==> src/rtl/cto_pkg.sv <==
package cto_pkg;
  // Largest exponent honoured by the select code; larger codes clamp here.
  localparam int unsigned MAX_EXP = 14;

  typedef enum logic [1:0] {
    ST_IDLE    = 2'd0,
    ST_TIMING  = 2'd1,
    ST_EXPIRED = 2'd2,
    ST_DONE    = 2'd3
  } cto_state_e;
endpackage

==> src/rtl/cto_prescaler.sv <==
// Produces one tick every CLK_PER_TICK clocks while run_i is high;
// restarts from zero whenever run_i drops.
module cto_prescaler #(
  parameter int unsigned CLK_PER_TICK = 250
) (
  input  logic clk,
  input  logic rst_n,
  input  logic run_i,
  output logic tick_o
);
  generate
    if (CLK_PER_TICK <= 1) begin : g_direct
      assign tick_o = run_i;
    end else begin : g_divide
      localparam int unsigned PW = $clog2(CLK_PER_TICK);
      localparam logic [PW-1:0] LAST = PW'(CLK_PER_TICK - 1);
      logic [PW-1:0] pre_q, pre_d;

      always_comb begin
        pre_d = pre_q;
        if (!run_i)            pre_d = '0;
        else if (pre_q == LAST) pre_d = '0;
        else                   pre_d = pre_q + 1'b1;
      end

      always_ff @(posedge clk or negedge rst_n) begin
        if (!rst_n) pre_q <= '0;
        else        pre_q <= pre_d;
      end

      assign tick_o = run_i && (pre_q == LAST);
    end
  endgenerate
endmodule

==> src/rtl/cto_interval.sv <==
// Counts prescaled ticks during a timed transfer and flags the tick that
// completes the selected limit.
module cto_interval
  import cto_pkg::*;
#(
  parameter int unsigned BASE_TICKS = 16
) (
  input  logic       clk,
  input  logic       rst_n,
  input  logic       run_i,
  input  logic       tick_i,
  input  logic [3:0] sel_i,
  output logic       expire_o
);
  localparam int unsigned CW = $clog2(BASE_TICKS) + MAX_EXP + 1;

  logic [CW-1:0] cnt_q, cnt_d;
  logic [CW-1:0] limit;
  logic [3:0]    exp_n;

  always_comb begin
    exp_n = (sel_i > 4'(MAX_EXP)) ? 4'(MAX_EXP) : sel_i;
    limit = CW'(BASE_TICKS) << exp_n;
  end

  always_comb begin
    cnt_d = cnt_q;
    if (!run_i)      cnt_d = '0;
    else if (tick_i) cnt_d = cnt_q + 1'b1;
  end

  always_ff @(posedge clk or negedge rst_n) begin
    if (!rst_n) cnt_q <= '0;
    else        cnt_q <= cnt_d;
  end

  assign expire_o = run_i && tick_i && (cnt_q == limit - 1'b1);
endmodule

==> src/rtl/cto_fsm.sv <==
// Transfer tracking: idle, timing, expired (driving), done (answered or exempt).
module cto_fsm
  import cto_pkg::*;
(
  input  logic clk,
  input  logic rst_n,
  input  logic strobe_i,
  input  logic ack_i,
  input  logic berr_in_i,
  input  logic remote_i,
  input  logic enable_i,
  input  logic expire_i,
  input  logic flag_clear_i,
  output logic run_o,
  output logic berr_o,
  output logic flag_o
);
  cto_state_e state_q, state_d;
  logic       flag_q, flag_d;
  logic       answered;

  assign answered = ack_i || berr_in_i;

  always_comb begin
    state_d = state_q;
    unique case (state_q)
      ST_IDLE: begin
        if (strobe_i)
          state_d = (enable_i && !remote_i && !answered) ? ST_TIMING : ST_DONE;
      end
      ST_TIMING: begin
        if (!enable_i || !strobe_i)   state_d = ST_IDLE;
        else if (answered || remote_i) state_d = ST_DONE;
        else if (expire_i)            state_d = ST_EXPIRED;
      end
      ST_EXPIRED: begin
        if (!enable_i || !strobe_i) state_d = ST_IDLE;
      end
      default: begin
        if (!strobe_i) state_d = ST_IDLE;
      end
    endcase
  end

  always_comb begin
    flag_d = flag_q;
    if (flag_clear_i) flag_d = 1'b0;
    if (state_q == ST_TIMING && state_d == ST_EXPIRED) flag_d = 1'b1;
  end

  always_ff @(posedge clk or negedge rst_n) begin
    if (!rst_n) begin
      state_q <= ST_IDLE;
      flag_q  <= 1'b0;
    end else begin
      state_q <= state_d;
      flag_q  <= flag_d;
    end
  end

  assign run_o  = (state_q == ST_TIMING);
  assign berr_o = (state_q == ST_EXPIRED);
  assign flag_o = flag_q;
endmodule

==> src/rtl/cycle_timeout_unit.sv <==
module cycle_timeout_unit #(
  parameter int unsigned CLK_PER_TICK = 250,
  parameter int unsigned BASE_TICKS   = 16
) (
  input  logic       clk,
  input  logic       rst_n,
  input  logic       strobe_i,
  input  logic       ack_i,
  input  logic       berr_in_i,
  input  logic       remote_i,
  input  logic       enable_i,
  input  logic [3:0] limit_sel_i,
  input  logic       flag_clear_i,
  output logic       berr_drive_o,
  output logic       timeout_flag_o
);
  logic run, tick, expire;

  cto_prescaler #(.CLK_PER_TICK(CLK_PER_TICK)) i_pre (
    .clk(clk), .rst_n(rst_n), .run_i(run), .tick_o(tick)
  );

  cto_interval #(.BASE_TICKS(BASE_TICKS)) i_cnt (
    .clk(clk), .rst_n(rst_n), .run_i(run), .tick_i(tick),
    .sel_i(limit_sel_i), .expire_o(expire)
  );

  cto_fsm i_fsm (
    .clk(clk), .rst_n(rst_n), .strobe_i(strobe_i), .ack_i(ack_i),
    .berr_in_i(berr_in_i), .remote_i(remote_i), .enable_i(enable_i),
    .expire_i(expire), .flag_clear_i(flag_clear_i),
    .run_o(run), .berr_o(berr_drive_o), .flag_o(timeout_flag_o)
  );
endmodule

==> config.mk <==
export PLATFORM = sky130hd
export DESIGN_NAME = cycle_timeout_unit
export DESIGN_NICKNAME = d
export VERILOG_FILES = /design/src/rtl/cto_pkg.sv /design/src/rtl/cto_prescaler.sv /design/src/rtl/cto_interval.sv /design/src/rtl/cto_fsm.sv /design/src/rtl/cycle_timeout_unit.sv
export SDC_FILE = /design/constraint.sdc
export NUM_CORES = 1
export LEC_CHECK = 0
export CORE_MARGIN = 2
export CORE_UTILIZATION = 30
export CTS_BUF_LIST = sky130_fd_sc_hd__clkbuf_8
export DETAILED_ROUTE_END_ITERATION = 16
export GPL_ROUTABILITY_DRIVEN = 0
export PLACE_DENSITY = 0.44
export RECOVER_POWER = 25
export SYNTH_ARGS = -nofsm -noshare
export SYNTH_HDL_FRONTEND = slang
export SYNTH_SLANG_ARGS = --single-unit
==> constraint.sdc <==
create_clock -name clk -period 5.15 [get_ports clk]
set_clock_uncertainty 0.2 [all_clocks]
set_input_delay 1.2875 -clock clk [delete_from_list [all_inputs] [get_ports clk]]
set_output_delay 1.2875 -clock clk [all_outputs]
set_load 0.1 [all_outputs]
==> results_dict.tcl <==
set metrics [dict create \
    status "finished, violations left" \
    violated_checks "max-capacitance violations, max-slew violations" \
    drv_cap 1 \
    maxSlewHeadroom_pct -12.4 \
    clkLatencyLatePin_ns 0.28 \
    htreeDepth 2 \
    placement.setup.worst_slack_ns 0.798 \
    static_leakage_uw 0.000917 \
    critical_path_required_ns 5.15 \
    grt_first_pass_wirelength_um 8940 \
    floorplan.die.height_um 88.8 \
    ys_async_sr_fraction_pct 100 \
    vdd.ir_drop.worst_v 0.0000939 \
    register_area_um2 751 \
    power.share.combinational_pct 16.1 \
    p_seq_share_pct 46.0 \
    maximum_number_of_pins_on_one_net_before_global_route_repair 31 \
    grt_remaining_overflow 0 \
    detail_route.vias_per_cell 5.08 \
    yosys.area.top_type "sky130_fd_sc_hd__dfrtp_1" \
    average_instance_area_after_synthesis_um2 8.53 \
    route.final.wire_length_um 5140 \
    first_global_vias 1765 \
    rows 30 \
    synth.top_cells.by_area "sky130_fd_sc_hd__dfrtp_1 35%, sky130_fd_sc_hd__xnor2_1 6.5%, sky130_fd_sc_hd__nor2_1 5.4%, sky130_fd_sc_hd__nand3_1 3.7%, sky130_fd_sc_hd__xor2_1 3.7%" \
    initial_standard_cell_utilization_of_the_core_pct 31.4 \
    cts-hold-fix-buffers 0 \
    slew_violations 31 \
    cellInternalPower_uw 378 \
    tritoncts "done" \
    clock_sinks 30 \
    total_number_of_vias 1844 \
    most_used_standard_cells_in_the_synthesized_netlist "31 x sky130_fd_sc_hd__nor2_1, 30 x sky130_fd_sc_hd__dfrtp_1, 16 x sky130_fd_sc_hd__nand3_1, 16 x sky130_fd_sc_hd__xnor2_1, 15 x sky130_fd_sc_hd__nand2_1" \
    synthMostInstantiatedCell "sky130_fd_sc_hd__nor2_1" \
    multi_input_comb_area_um2 1300 \
    power.density_cell_area_nw_per_um2 215 \
    groute.usage.overall_pct 14.7 \
    slew_at_the_pin_closest_to_its_max_slew_limit_ns 1.69 \
    final_hold_violations 0 \
    routed_wire_length_per_instance_um 14.2 \
    clock_tree.buffer_depth 2 \
    dieArea_um2 7890 \
    top_level_pins 14 \
    count_of_filler_cells_inserted_in_the_layout 725 \
    timing.final.crit_period_ns 4.07 \
    period_share_pct 79.0 \
    detail-route-antenna-nets 0 \
    synth.yosys.seq_area_share_pct 34.8 \
    max_stage_delay_ns 0.56 \
    dp.final_hpwl_um 3750 \
    ys_warn_count 0 \
    die_w_um 88.8 \
    cp.arrival_ns 4.07 \
    switchingPower_uw 153 \
    core_region_area_um2 6870 \
    final.setup.worst_slack_ns 1.08 \
    setup_violations 0 \
    syn-instance-count 253 \
    critical_path.endpoint_type "register" \
    ratio_of_cells_with_drive_above_1_in_the_final_layout_pct 8.61 \
    power_frac_clock_pct 37.9 \
    drt-initial-drc-count 79 \
    portBuffers 13 \
    cts_buf_count 5 \
    ys_dominant_reg_cell "sky130_fd_sc_hd__dfrtp_1" \
    final.setup.tns_ns 0 \
    timing.critical_path.cells "clkdlybuf4s50_1, nor2_1, nand2_1, ha_1, or4b_1, and2_0, o221ai_1, and3_1, nand4_1, o22ai_1" \
    clock_tree.root_cell "sky130_fd_sc_hd__clkbuf_8" \
    grt_antenna_before_repair 0 \
    sw_frac_of_total_pct 28.8 \
    ys_seq_elements 30 \
    worst_path_dominant_cell_family "simple AND/OR/NAND/NOR gates" \
    cp.buffers_inverters 1 \
    critical_path.startpoint_type "primary input" \
    design.final.nets 282 \
    remaining_drc_errors 0 \
    number_of_diodes 0 \
    synth_enable_flop_cells 0 \
    syn-cell-area_um2 2160 \
    max_clock_freq_mhz 246 \
    setup.worst_path.class "primary input to register" \
    yosys.area.top_type_share_pct 34.8 \
    cts.repair.resized 0 \
    total_iterations_of_the_first_detailed_routing_run 4 \
    clock_input_transition_at_the_sequential_cells_of_the_worst_setup_and_hold_paths_ns 0.07 \
    rsz0062_at_grt "false" \
    crit_path_max_fanout 19 \
    postSynthNetCount 269 \
    cp_slowest_cell "sky130_fd_sc_hd__or4b_1" \
    synthToLayoutAreaGrowth_pct 14.3 \
    postcts_setup_bufs 0 \
    worstHoldPathType "register to register" \
    yosys.cell_types.count 63 \
]
-- metrics by stage --
stage	instances	instance area, um^2	hold WS [ns]	util, %	total power [uW]
2_1_floorplan	253	2160	0.261	-	305
3_3_place_gp	355	2380	0.292	34.7	338
3_5_place_dp	355	2380	0.299	34.7	337
4_1_cts	363	2480	0.306	36.1	542
5_1_grt	363	2470	0.339	35.9	561
6_report	363	2470	0.292	35.9	531
-- flip-flops by register name, indices dropped and copies added, names as in the netlist --
name	flops
i_fsm.flag_o	1
i_cnt.cnt_q	19
i_pre.g_divide.pre_q	8
i_fsm.state_q	2
-- metal layers --
metal | track usage, % | vias to the layer above | wire length (um)
met5 | 0 | - | 0
met4 | 4.27 | 0 | 63
met3 | 2.61 | 6 | 122
met2 | 22.6 | 16 | 2390
met1 | 21.0 | 884 | 2560
li1 | - | 938 | -
-- cell type report --
| type | instances | area share [%] |
|---|---|---|
| inverters | 10 | 1.52 |
| clock buffers | 6 | 3.35 |
| clock inverters | 2 | 0.507 |
| repair buffers | 18 | 6.65 |
| multi-input cells | 201 | 52.7 |
| flip-flops and latches | 30 | 30.4 |
| well taps | 96 | 4.87 |
-- path summary, 6_finish.rpt --
kind                                          from                 endpoint  slack [ns]  cells past startpoint
max in group asynchronous                    rst_n  i_pre.g_divide.pre_q[0]        2.06                      2
min reg2reg                i_pre.g_divide.pre_q[0]  i_pre.g_divide.pre_q[0]        0.29                      1
min in group asynchronous                    rst_n          i_cnt.cnt_q[17]        1.70                      2
max reg2reg                       i_fsm.state_q[1]             i_fsm.flag_o        2.43                      6
max                                 limit_sel_i[1]             i_fsm.flag_o        1.08                     10
min                        i_pre.g_divide.pre_q[0]  i_pre.g_divide.pre_q[0]        0.29                      1
-- logic make-up after synthesis --
group	after synthesis	synth area share, %
and+or+nand+nor	121	31.4
buffers and inverters	22	4.64
adders and majority gates	4	2.32
xor gates and xnor gates	25	10.1
DFF	30	34.8
AOI/OAI and AO/OA	50	16.3
muxes	1	0.464
-- power groups by stage --
stage | combinational, uW | sequential [uW] | clock, uW
finish | 85.4 | 244 | 201
global placement | 88.6 | 249 | 0
floorplan | 57.5 | 248 | 0
CTS | 87.6 | 245 | 210
global route | 95.7 | 245 | 220
detailed placement | 87.5 | 249 | 0
-- layout by cell type, fill, tap and decap left out, types with 2 or more instances in the layout --
| cell type | Yosys | routed |
|---|---|---|
| sky130_fd_sc_hd__nor2_1 | 31 | 31 |
| sky130_fd_sc_hd__dfrtp_1 | 30 | 30 |
| sky130_fd_sc_hd__xnor2_1 | 16 | 16 |
| sky130_fd_sc_hd__nand3_1 | 16 | 16 |
| sky130_fd_sc_hd__nand2_1 | 15 | 15 |
| sky130_fd_sc_hd__clkdlybuf4s50_1 | 0 | 13 |
| sky130_fd_sc_hd__a21oi_1 | 10 | 10 |
| sky130_fd_sc_hd__inv_1 | 9 | 9 |
| sky130_fd_sc_hd__xor2_1 | 9 | 9 |
| sky130_fd_sc_hd__o21ai_0 | 8 | 8 |
| sky130_fd_sc_hd__nand2b_1 | 7 | 7 |
| sky130_fd_sc_hd__and3_1 | 7 | 7 |
| sky130_fd_sc_hd__nor3_1 | 6 | 6 |
| sky130_fd_sc_hd__nor2b_1 | 6 | 6 |
| sky130_fd_sc_hd__clkbuf_8 | 0 | 6 |
| sky130_fd_sc_hd__a31oi_1 | 5 | 5 |
| sky130_fd_sc_hd__or3_1 | 5 | 5 |
| sky130_fd_sc_hd__ha_1 | 4 | 4 |
| sky130_fd_sc_hd__buf_4 | 1 | 4 |
| sky130_fd_sc_hd__nor4_1 | 2 | 3 |
| sky130_fd_sc_hd__nand4_1 | 3 | 3 |
| sky130_fd_sc_hd__o211ai_1 | 3 | 3 |
| sky130_fd_sc_hd__o221ai_1 | 3 | 3 |
| sky130_fd_sc_hd__a21boi_1 | 2 | 2 |
| sky130_fd_sc_hd__o21a_1 | 2 | 2 |
| sky130_fd_sc_hd__or4_1 | 2 | 2 |
| sky130_fd_sc_hd__nand4b_1 | 2 | 2 |
| sky130_fd_sc_hd__a211o_1 | 2 | 2 |
| sky130_fd_sc_hd__a2111oi_0 | 2 | 2 |
| sky130_fd_sc_hd__a21o_1 | 2 | 2 |
| sky130_fd_sc_hd__nand3b_1 | 2 | 2 |
No activity file was read; power rests on OpenSTA's default activity.
